## config.mk

```make
export PLATFORM = sky130hd
export DESIGN_NAME = alert_latch_ctrl
export DESIGN_NICKNAME = d
export VERILOG_FILES = /design/src/rtl/alert_pkg.sv /design/src/rtl/alert_dp.sv /design/src/rtl/alert_ctrl.sv /design/src/rtl/alert_latch_ctrl.sv
export SDC_FILE = /design/constraint.sdc
export NUM_CORES = 1
export LEC_CHECK = 0
export BUFFER_PORTS_ARGS = -buffer_cell sky130_fd_sc_hd__buf_2
export CAP_MARGIN = 20
export CORE_MARGIN = 1.5
export CORE_UTILIZATION = 55
export DETAILED_ROUTE_END_ITERATION = 10
export MAX_ROUTING_LAYER = met4
export PLACE_DENSITY = 0.89
export SYNTH_ARGS = -nofsm -noshare
export SYNTH_HDL_FRONTEND = slang
export SYNTH_HIERARCHICAL = 1
export SYNTH_SLANG_ARGS = --single-unit
```

## constraint.sdc

```tcl
create_clock -name clk -period 3.4 [get_ports clk]
set_input_delay 0.34 -clock clk [delete_from_list [all_inputs] [get_ports clk]]
set_output_delay 0.34 -clock clk [all_outputs]
set_load 0.1 [all_outputs]
```

## src/rtl/alert_pkg.sv

```systemverilog
package alert_pkg;
  localparam int COND_W_DEF = 12;
  localparam int CYCLE_PATHS = 2;

  typedef struct packed {
    logic changeSeen;
    logic anyActive;
    logic pinCycle;
    logic opCycle;
  } evt_t;
endpackage

```

## src/rtl/alert_dp.sv

```systemverilog
module alert_dp
  import alert_pkg::*;
#(
  parameter int NUM_COND = COND_W_DEF
) (
  input  logic                clk,
  input  logic                rstN,
  input  logic [NUM_COND-1:0] condIn,
  input  logic                enablePin,
  input  logic                opOn,
  output evt_t                evt
);
  logic [NUM_COND-1:0] condReg;
  logic [NUM_COND-1:0] condPrev;
  logic [NUM_COND-1:0] diffVec;
  logic [CYCLE_PATHS-1:0] pathLvl;
  logic [CYCLE_PATHS-1:0] pathRise;

  always_ff @(posedge clk) begin
    if (!rstN) begin
      condReg  <= '0;
      condPrev <= '0;
    end else begin
      condReg  <= condIn;
      condPrev <= condReg;
    end
  end

  assign diffVec = condReg ^ condPrev;
  assign pathLvl = {opOn, enablePin};

  // One rising-edge detector per output on/off path. The history register
  // resets to 1, so a path that starts on gives no false cycle.
  for (genvar g = 0; g < CYCLE_PATHS; g++) begin : g_cyc
    logic lvlQ;
    always_ff @(posedge clk) begin
      if (!rstN) lvlQ <= 1'b1;
      else       lvlQ <= pathLvl[g];
    end
    assign pathRise[g] = pathLvl[g] & ~lvlQ;
  end

  assign evt.changeSeen = |diffVec;
  assign evt.anyActive  = |condReg;
  assign evt.pinCycle   = pathRise[0];
  assign evt.opCycle    = pathRise[1];

  // a pin cycle is only seen after the pin was low on the previous clock
  a_r6_pin_needs_low: assert property (@(posedge clk) disable iff (!rstN)
    evt.pinCycle |-> !$past(enablePin));
  // same for the operation path
  a_r7_op_needs_low: assert property (@(posedge clk) disable iff (!rstN)
    evt.opCycle |-> !$past(opOn));
endmodule

```

## src/rtl/alert_ctrl.sv

```systemverilog
module alert_ctrl
  import alert_pkg::*;
(
  input  logic clk,
  input  logic rstN,
  input  evt_t evt,
  input  logic rdStatusDone,
  input  logic clrFaultsCmd,
  output logic alertLatched
);
  logic clrAny;
  logic recheckPend;

  assign clrAny = rdStatusDone | clrFaultsCmd | evt.pinCycle | evt.opCycle;

  // Priority, highest first: new change, re-check after a clear, then the clear.
  always_ff @(posedge clk) begin
    if (!rstN) begin
      alertLatched <= 1'b0;
      recheckPend  <= 1'b0;
    end else begin
      recheckPend <= clrAny;
      if (evt.changeSeen)
        alertLatched <= 1'b1;
      else if (recheckPend && evt.anyActive)
        alertLatched <= 1'b1;
      else if (clrAny)
        alertLatched <= 1'b0;
    end
  end

  // a change always latches, even with a clear in the same cycle
  a_r2_change_latches: assert property (@(posedge clk) disable iff (!rstN)
    evt.changeSeen |=> alertLatched);
  // without a clear the latch holds
  a_r3_hold_until_clear: assert property (@(posedge clk) disable iff (!rstN)
    (alertLatched && !clrAny) |=> alertLatched);
  // a clear with no competing event releases the latch
  a_r4_clear_releases: assert property (@(posedge clk) disable iff (!rstN)
    (clrAny && !evt.changeSeen && !(recheckPend && evt.anyActive)) |=> !alertLatched);
  // flags still set one clock after a clear re-latch the alert
  a_r8_reassert: assert property (@(posedge clk) disable iff (!rstN)
    (recheckPend && evt.anyActive) |=> alertLatched);
  // with no event at all the line cannot drop
  a_r1_no_spurious: assert property (@(posedge clk) disable iff (!rstN)
    (!alertLatched && !evt.changeSeen && !recheckPend) |=> !alertLatched);
endmodule

```

## src/rtl/alert_latch_ctrl.sv

```systemverilog
module alert_latch_ctrl
  import alert_pkg::*;
#(
  parameter int NUM_COND = COND_W_DEF
) (
  input  logic                clk,
  input  logic                rstN,
  input  logic [NUM_COND-1:0] condIn,
  input  logic                rdStatusDone,
  input  logic                clrFaultsCmd,
  input  logic                enablePin,
  input  logic                opOn,
  output logic                alertN
);
  evt_t evt;
  logic alertLatched;

  alert_dp #(.NUM_COND(NUM_COND)) dp_i (
    .clk       (clk),
    .rstN      (rstN),
    .condIn    (condIn),
    .enablePin (enablePin),
    .opOn      (opOn),
    .evt       (evt)
  );

  alert_ctrl ctrl_i (
    .clk          (clk),
    .rstN         (rstN),
    .evt          (evt),
    .rdStatusDone (rdStatusDone),
    .clrFaultsCmd (clrFaultsCmd),
    .alertLatched (alertLatched)
  );

  assign alertN = ~alertLatched;
endmodule

```

==> results.sh, run 1 <==
export IMPL_fmax_ghz=0.693
export IMPL_critical_path_max_stage_delay_ns=0.41
export IMPL_fin_skew_ns=0.00631
export IMPL_fp_dieH_um=44.3
export IMPL_postCtsHoldBufs=0
export IMPL_synth_area_um2=938
export IMPL_finalCriticalPeriod_ns=1.44
export IMPL_crit_buf_inv=2
export IMPL_start_util=0.602
export IMPL_die_area_um2=1960
export IMPL_postRouteAntennaNets=0
export IMPL_syn_mean_instance_area_um2=11.0
export IMPL_grt_pass1_vias=539
export IMPL_slew_violations=0
export IMPL_synth_area_leaders="dfxtp_1, and2_1, xor2_1"
export IMPL_regToRegStartpoint="dp_i/condReg[11]"
export IMPL_cts_made_buffers=3
export IMPL_dieWidth_um=44.3
export IMPL_post_cts_buffers=0
export IMPL_cts_sinks=28
export IMPL_core_area_um2=1560
export IMPL_hold_depth=2
export IMPL_wirelength_mm=1.43
export IMPL_worstPathCellList="inv_1 -> buf_2"
export IMPL_slew_headroom=0.680
export IMPL_hp_class="in2reg"
export IMPL_grt_pass1_wl_mm=2.30
export IMPL_drc=0
export IMPL_clkSlewWorstSetupHoldPaths_ns=0.14
export IMPL_synthCells=85
export IMPL_p_per_area_nw_per_um2=520
export IMPL_peakVddDrop_mv=0.362
export IMPL_crit_type="reg2out"
export IMPL_fin_crit_sh=0.425
export IMPL_async_flop_share=0
export IMPL_critPathMaxFanout=2
export IMPL_antenna_found_initial=0
export IMPL_power_leakage_nw=0.514
export IMPL_portBuffers=18
export IMPL_status="complete, no violations"
export IMPL_cts_root_buf="clkbuf_4"
export IMPL_drtIter0Drc=5
export IMPL_path_depth=2
export IMPL_synth_most_common_cell="dfxtp_1"
export IMPL_cts_max_level=1
export IMPL_rsz0062_at_grt="false"
export IMPL_avgRoutedWirePerCell_um=11.8
export IMPL_worst_hold_slack_ns=0.208
export IMPL_arrival_ns=1.10
export IMPL_endpoint_kind="output port"
export IMPL_rr_worst_depth=5
export IMPL_grt_util_all_layers=0.171
export IMPL_yosysWarnings=6
export IMPL_grt_start_max_net_pins=30
export IMPL_clk_path_buf_depth=2
export IMPL_row_count=14
export IMPL_overflow=0
export IMPL_worstPathRequired_ns=3.06
export IMPL_crit_path_start="ctrl_i/alertLatched"
export IMPL_yosys_top_cells_count="dfxtp_1, and2_1, xor2_1"
export IMPL_synth_ff_type="dfxtp_1"
export IMPL_finalHoldViolCount=0
export IMPL_hpwl_mm=1.03
export IMPL_maxCapViolCount=0
export IMPL_cp_start_kind="flop"
export IMPL_synth_seq_area_share=0.597
export IMPL_nets=124
export IMPL_fin_setup_tns_ns=0
export IMPL_critPathTopFamily="buffers and inverters"
export IMPL_via_per_inst=4.98
export IMPL_synth_top_area_cell="dfxtp_1"
export IMPL_drive_gt1_frac=0.229
export IMPL_syn_num_nets=103
export IMPL_yosysUniqueCellTypes=15
export IMPL_finalNonFillerCells=121
export IMPL_via_count=603
export IMPL_slowest_stage="buf_2"
export IMPL_synth_edff_count=0
export IMPL_fillers=127
export IMPL_clk_insertion_delay_late_ns=0.32
export IMPL_antenna_cells=0
export IMPL_cts_tree="yes"
export IMPL_dp_cells=117
export IMPL_globalplace_congestion=0.722
export IMPL_hold_start="condIn[5]"
export IMPL_ys_ff_latch=28
export IMPL_worst_pin_slew_ns=0.483
export IMPL_ios=19
export IMPL_final_util=0.690
export IMPL_synth_top_cell_area_share=0.597
export IMPL_ctsResizeCount=0
export IMPL_syn_to_final_growth_pct=14.7
export IMPL_setup_violations=0
export IMPL_first_pass_iters=4
## report_power, final
part	total [mW]	leakage [nW]	switching (mW)	internal, mW
registers	0.355	0.232	0.0102	0.345
logic	0.0470	0.261	0.0226	0.0245
clock network	0.157	0.0210	0.0919	0.0656
## cells by family (layout without fill, tap and decap cells)
group / Yosys count / in the layout / synth area share
xor gates and xnor gates: 12 / 12 / 0.112
AOI/OAI and AO/OA: 2 / 2 / 0.0120
buffers and inverters: 4 / 24 / 0.0173
and+or+nand+nor: 39 / 39 / 0.261
DFF: 28 / 28 / 0.597
## registers in the layout, indices dropped and copies added, names as in the netlist
signal / count
dp_i/condReg: 12
ctrl_i/alertLatched: 1
dp_i/condPrev: 12
dp_i/g_cyc.lvlQ: 2
ctrl_i/recheckPend: 1
## worst paths after layout
check / slack [ns] / endpoint
min: 0.21 / dp_i/condReg[5]
max reg2reg: 2.06 / ctrl_i/alertLatched
max: 1.96 / alertN
min reg2reg: 0.48 / ctrl_i/alertLatched
## cells in the final DEF, fill, tap and decap left out, types with 2 or more instances in the layout
master | Yosys | layout
xor2_1 | 12 | 12
nor4_1 | 6 | 6
inv_1 | 2 | 2
and2_1 | 24 | 24
dfxtp_1 | 28 | 28
buf_2 | 1 | 18
nand2b_1 | 2 | 2
clkbuf_4 | 0 | 3
nand3_1 | 2 | 2
nor2b_1 | 2 | 2
## metrics by stage
stage	instance area, µm²	setup slack, ns	power [mW]
finish	1080	1.96	0.559
global route	1080	1.92	0.579
CTS	1080	1.94	0.563
detailed placement	1040	2.08	0.409
global placement	1040	2.11	0.406
floorplan	938	2.18	0.392
## layout make-up
cell class / instances / area, µm² / share of cell area
sequential: 28 / 561 / 0.521
clock buffer: 4 / 36.3 / 0.0337
inverter: 2 / 7.51 / 0.00698
timing repair buffer: 18 / 90.1 / 0.0837
multi-input combinational: 53 / 362 / 0.336
tap: 16 / 20.0 / 0.0186
## routing by layer
layer / track usage / up-vias / routed length, µm
met4: 0.127 / 0 / 23
met3: 0.0245 / 4 / 70
met2: 0.256 / 22 / 700
li1: - / 311 / -
met5: - / - / 0
met1: 0.209 / 266 / 636
Power figures use the tool's default switching activity.
==> inputs of run 2 (changes only) <==
Settings changed: CORE_UTILIZATION 55 to 46, PLACE_DENSITY 0.89 to 0.8.
Clock period 3.4 ns to 1.15 ns, I/O delays scaled along.
==> run 2 against run 1 <==
The flow now finishes with violations (setup timing); flip-flop and latch count unchanged; final cell count increased by 24%; critical path type is now reg2reg; count of clock-buffer cells in the layout unchanged; wire length increased by 18%; worst setup slack got worse by 2.0 ns; die area increased by 18%; power increased to 3.1 times the previous value.
==> results.sh, run 2 (synthesized netlist as in run 1, its figures left out) <==
export IMPL_grt_util_all_layers=0.175
export IMPL_slew_violations=0
export IMPL_finalInstanceArea_um2=1290
export IMPL_finalHoldViolCount=0
export IMPL_violations="setup timing"
export IMPL_peakVddDrop_mv=1.26
export IMPL_row_count=16
export IMPL_syn_to_final_growth_pct=38.0
export IMPL_endpoint_kind="flop"
export IMPL_worst_pin_slew_ns=0.359
export IMPL_fin_skew_ns=0.0115
export IMPL_drive_gt1_frac=0.285
export IMPL_slew_headroom=0.761
export IMPL_ios=19
export IMPL_arrival_ns=1.42
export IMPL_overflow=0
export IMPL_avgRoutedWirePerCell_um=11.3
export IMPL_nets=142
export IMPL_grt_pass1_vias=643
export IMPL_critPathMaxFanout=1
export IMPL_critical_path_max_stage_delay_ns=0.34
export IMPL_clk_path_buf_depth=2
export IMPL_globalplace_congestion=0.715
export IMPL_power_leakage_nw=0.602
export IMPL_clkSlewWorstSetupHoldPaths_ns=0.14
export IMPL_dieWidth_um=48.2
export IMPL_post_dp_cell_area_um2=1100
export IMPL_cts_made_buffers=3
export IMPL_grt_pass1_wl_mm=2.69
export IMPL_cp_start_kind="flop"
export IMPL_setup_violations=1
export IMPL_worst_hold_slack_ns=0.00623
export IMPL_slowest_stage="dfxtp_1"
export IMPL_rsz0062_at_grt="true"
export IMPL_clk_insertion_delay_late_ns=0.32
export IMPL_maxCapViolCount=0
export IMPL_worstPathCellList="xor2_1 -> nor4_2 -> nand3_1 -> a21oi_1 -> o22ai_1"
export IMPL_cts_sinks=28
export IMPL_fmax_ghz=0.843
export IMPL_cts_tree="yes"
export IMPL_status="complete, but fails checks"
export IMPL_final_cell_mix="dfxtp_1, and2_1, buf_2"
export IMPL_via_count=656
export IMPL_hpwl_um=974
export IMPL_critPathTopFamily="simple AND/OR/NAND/NOR gates"
export IMPL_grt_start_max_net_pins=30
export IMPL_layout_commonest_cell="dfxtp_1"
export IMPL_antenna_cells=0
export IMPL_worstPathRequired_ns=1.38
export IMPL_cts_max_level=1
export IMPL_portBuffers=18
export IMPL_finalCriticalPeriod_ns=1.19
export IMPL_fp_dieH_um=48.2
export IMPL_p_per_area_nw_per_um2=1330
export IMPL_crit_path_start="dp_i/condPrev[6]"
export IMPL_cts_root_buf="clkbuf_4"
export IMPL_regToRegStartpoint="dp_i/condPrev[6]"
export IMPL_postRouteAntennaNets=0
export IMPL_first_pass_iters=4
export IMPL_drc=0
export IMPL_fin_crit_sh=1.03
export IMPL_final_setup_worst_slack_ns=-0.0367
export IMPL_start_util=0.483
export IMPL_fin_setup_tns_ns=-0.0367
export IMPL_totalPowerFinal_mw=1.72
export IMPL_core_area_um2=1940
export IMPL_die_area_um2=2320
export IMPL_wirelength_mm=1.69
export IMPL_crit_buf_inv=0
export IMPL_drtIter0Drc=8
export IMPL_crit_type="reg2reg"
export IMPL_hp_class="in2reg"
export IMPL_via_per_inst=4.37
export IMPL_antenna_found_initial=0
export IMPL_hold_start="condIn[2]"
export IMPL_reg_top3="dp_i/condPrev x12, dp_i/condReg x12, dp_i/g_cyc.lvlQ x2"
[run 2: where the power goes]
part | internal, mW | switching, mW
logic | 0.124 | 0.0860
registers | 1.02 | 0.0289
clock network | 0.193 | 0.265
total | 1.34 | 0.380
[run 2: per-stage QoR]
stage	std cells	worst slack [ns]	utilization
floorplan	85	0.0584	-
global placement	132	-0.0843	0.566
detailed placement	132	-0.0783	0.566
CTS	150	-0.0848	0.656
global route	150	-0.129	0.667
finish	150	-0.0367	0.667
[run 2: routing by layer]
layer | vias to the layer above | share of wire | global-route usage
met2 | 9 | 0.51 | 0.271
met1 | 298 | 0.48 | 0.220
met5 | - | 0 | -
met4 | 0 | 0 | 0.0811
met3 | 0 | 0.014 | 0.0333
li1 | 349 | - | -
[run 2: cell type report]
cell class / count / area [µm²]
tap: 27 / 33.8
fill: 146 / 647
timing repair buffer: 36 / 273
inverter: 2 / 7.51
multi-input combinational: 53 / 380
sequential: 28 / 564
clock buffer: 4 / 36.3
[run 2: final timing paths]
kind | end | slack, ns | depth (start not counted)
worst min-delay path | dp_i/condReg[2] | 0.006 | 2
worst max-delay path | ctrl_i/alertLatched | -0.04 | 5
worst min register to register | ctrl_i/alertLatched | 0.48 | 2
worst max register to register | ctrl_i/alertLatched | -0.04 | 5
[run 2: repair_timing]
action	4_1_cts	5_1_grt
hold buffers	13	0
hold endpoints to repair	13	0
setup endpoints to repair	1	2
pin swaps	1	0
setup buffers	1	0
gates resized for setup	1	5
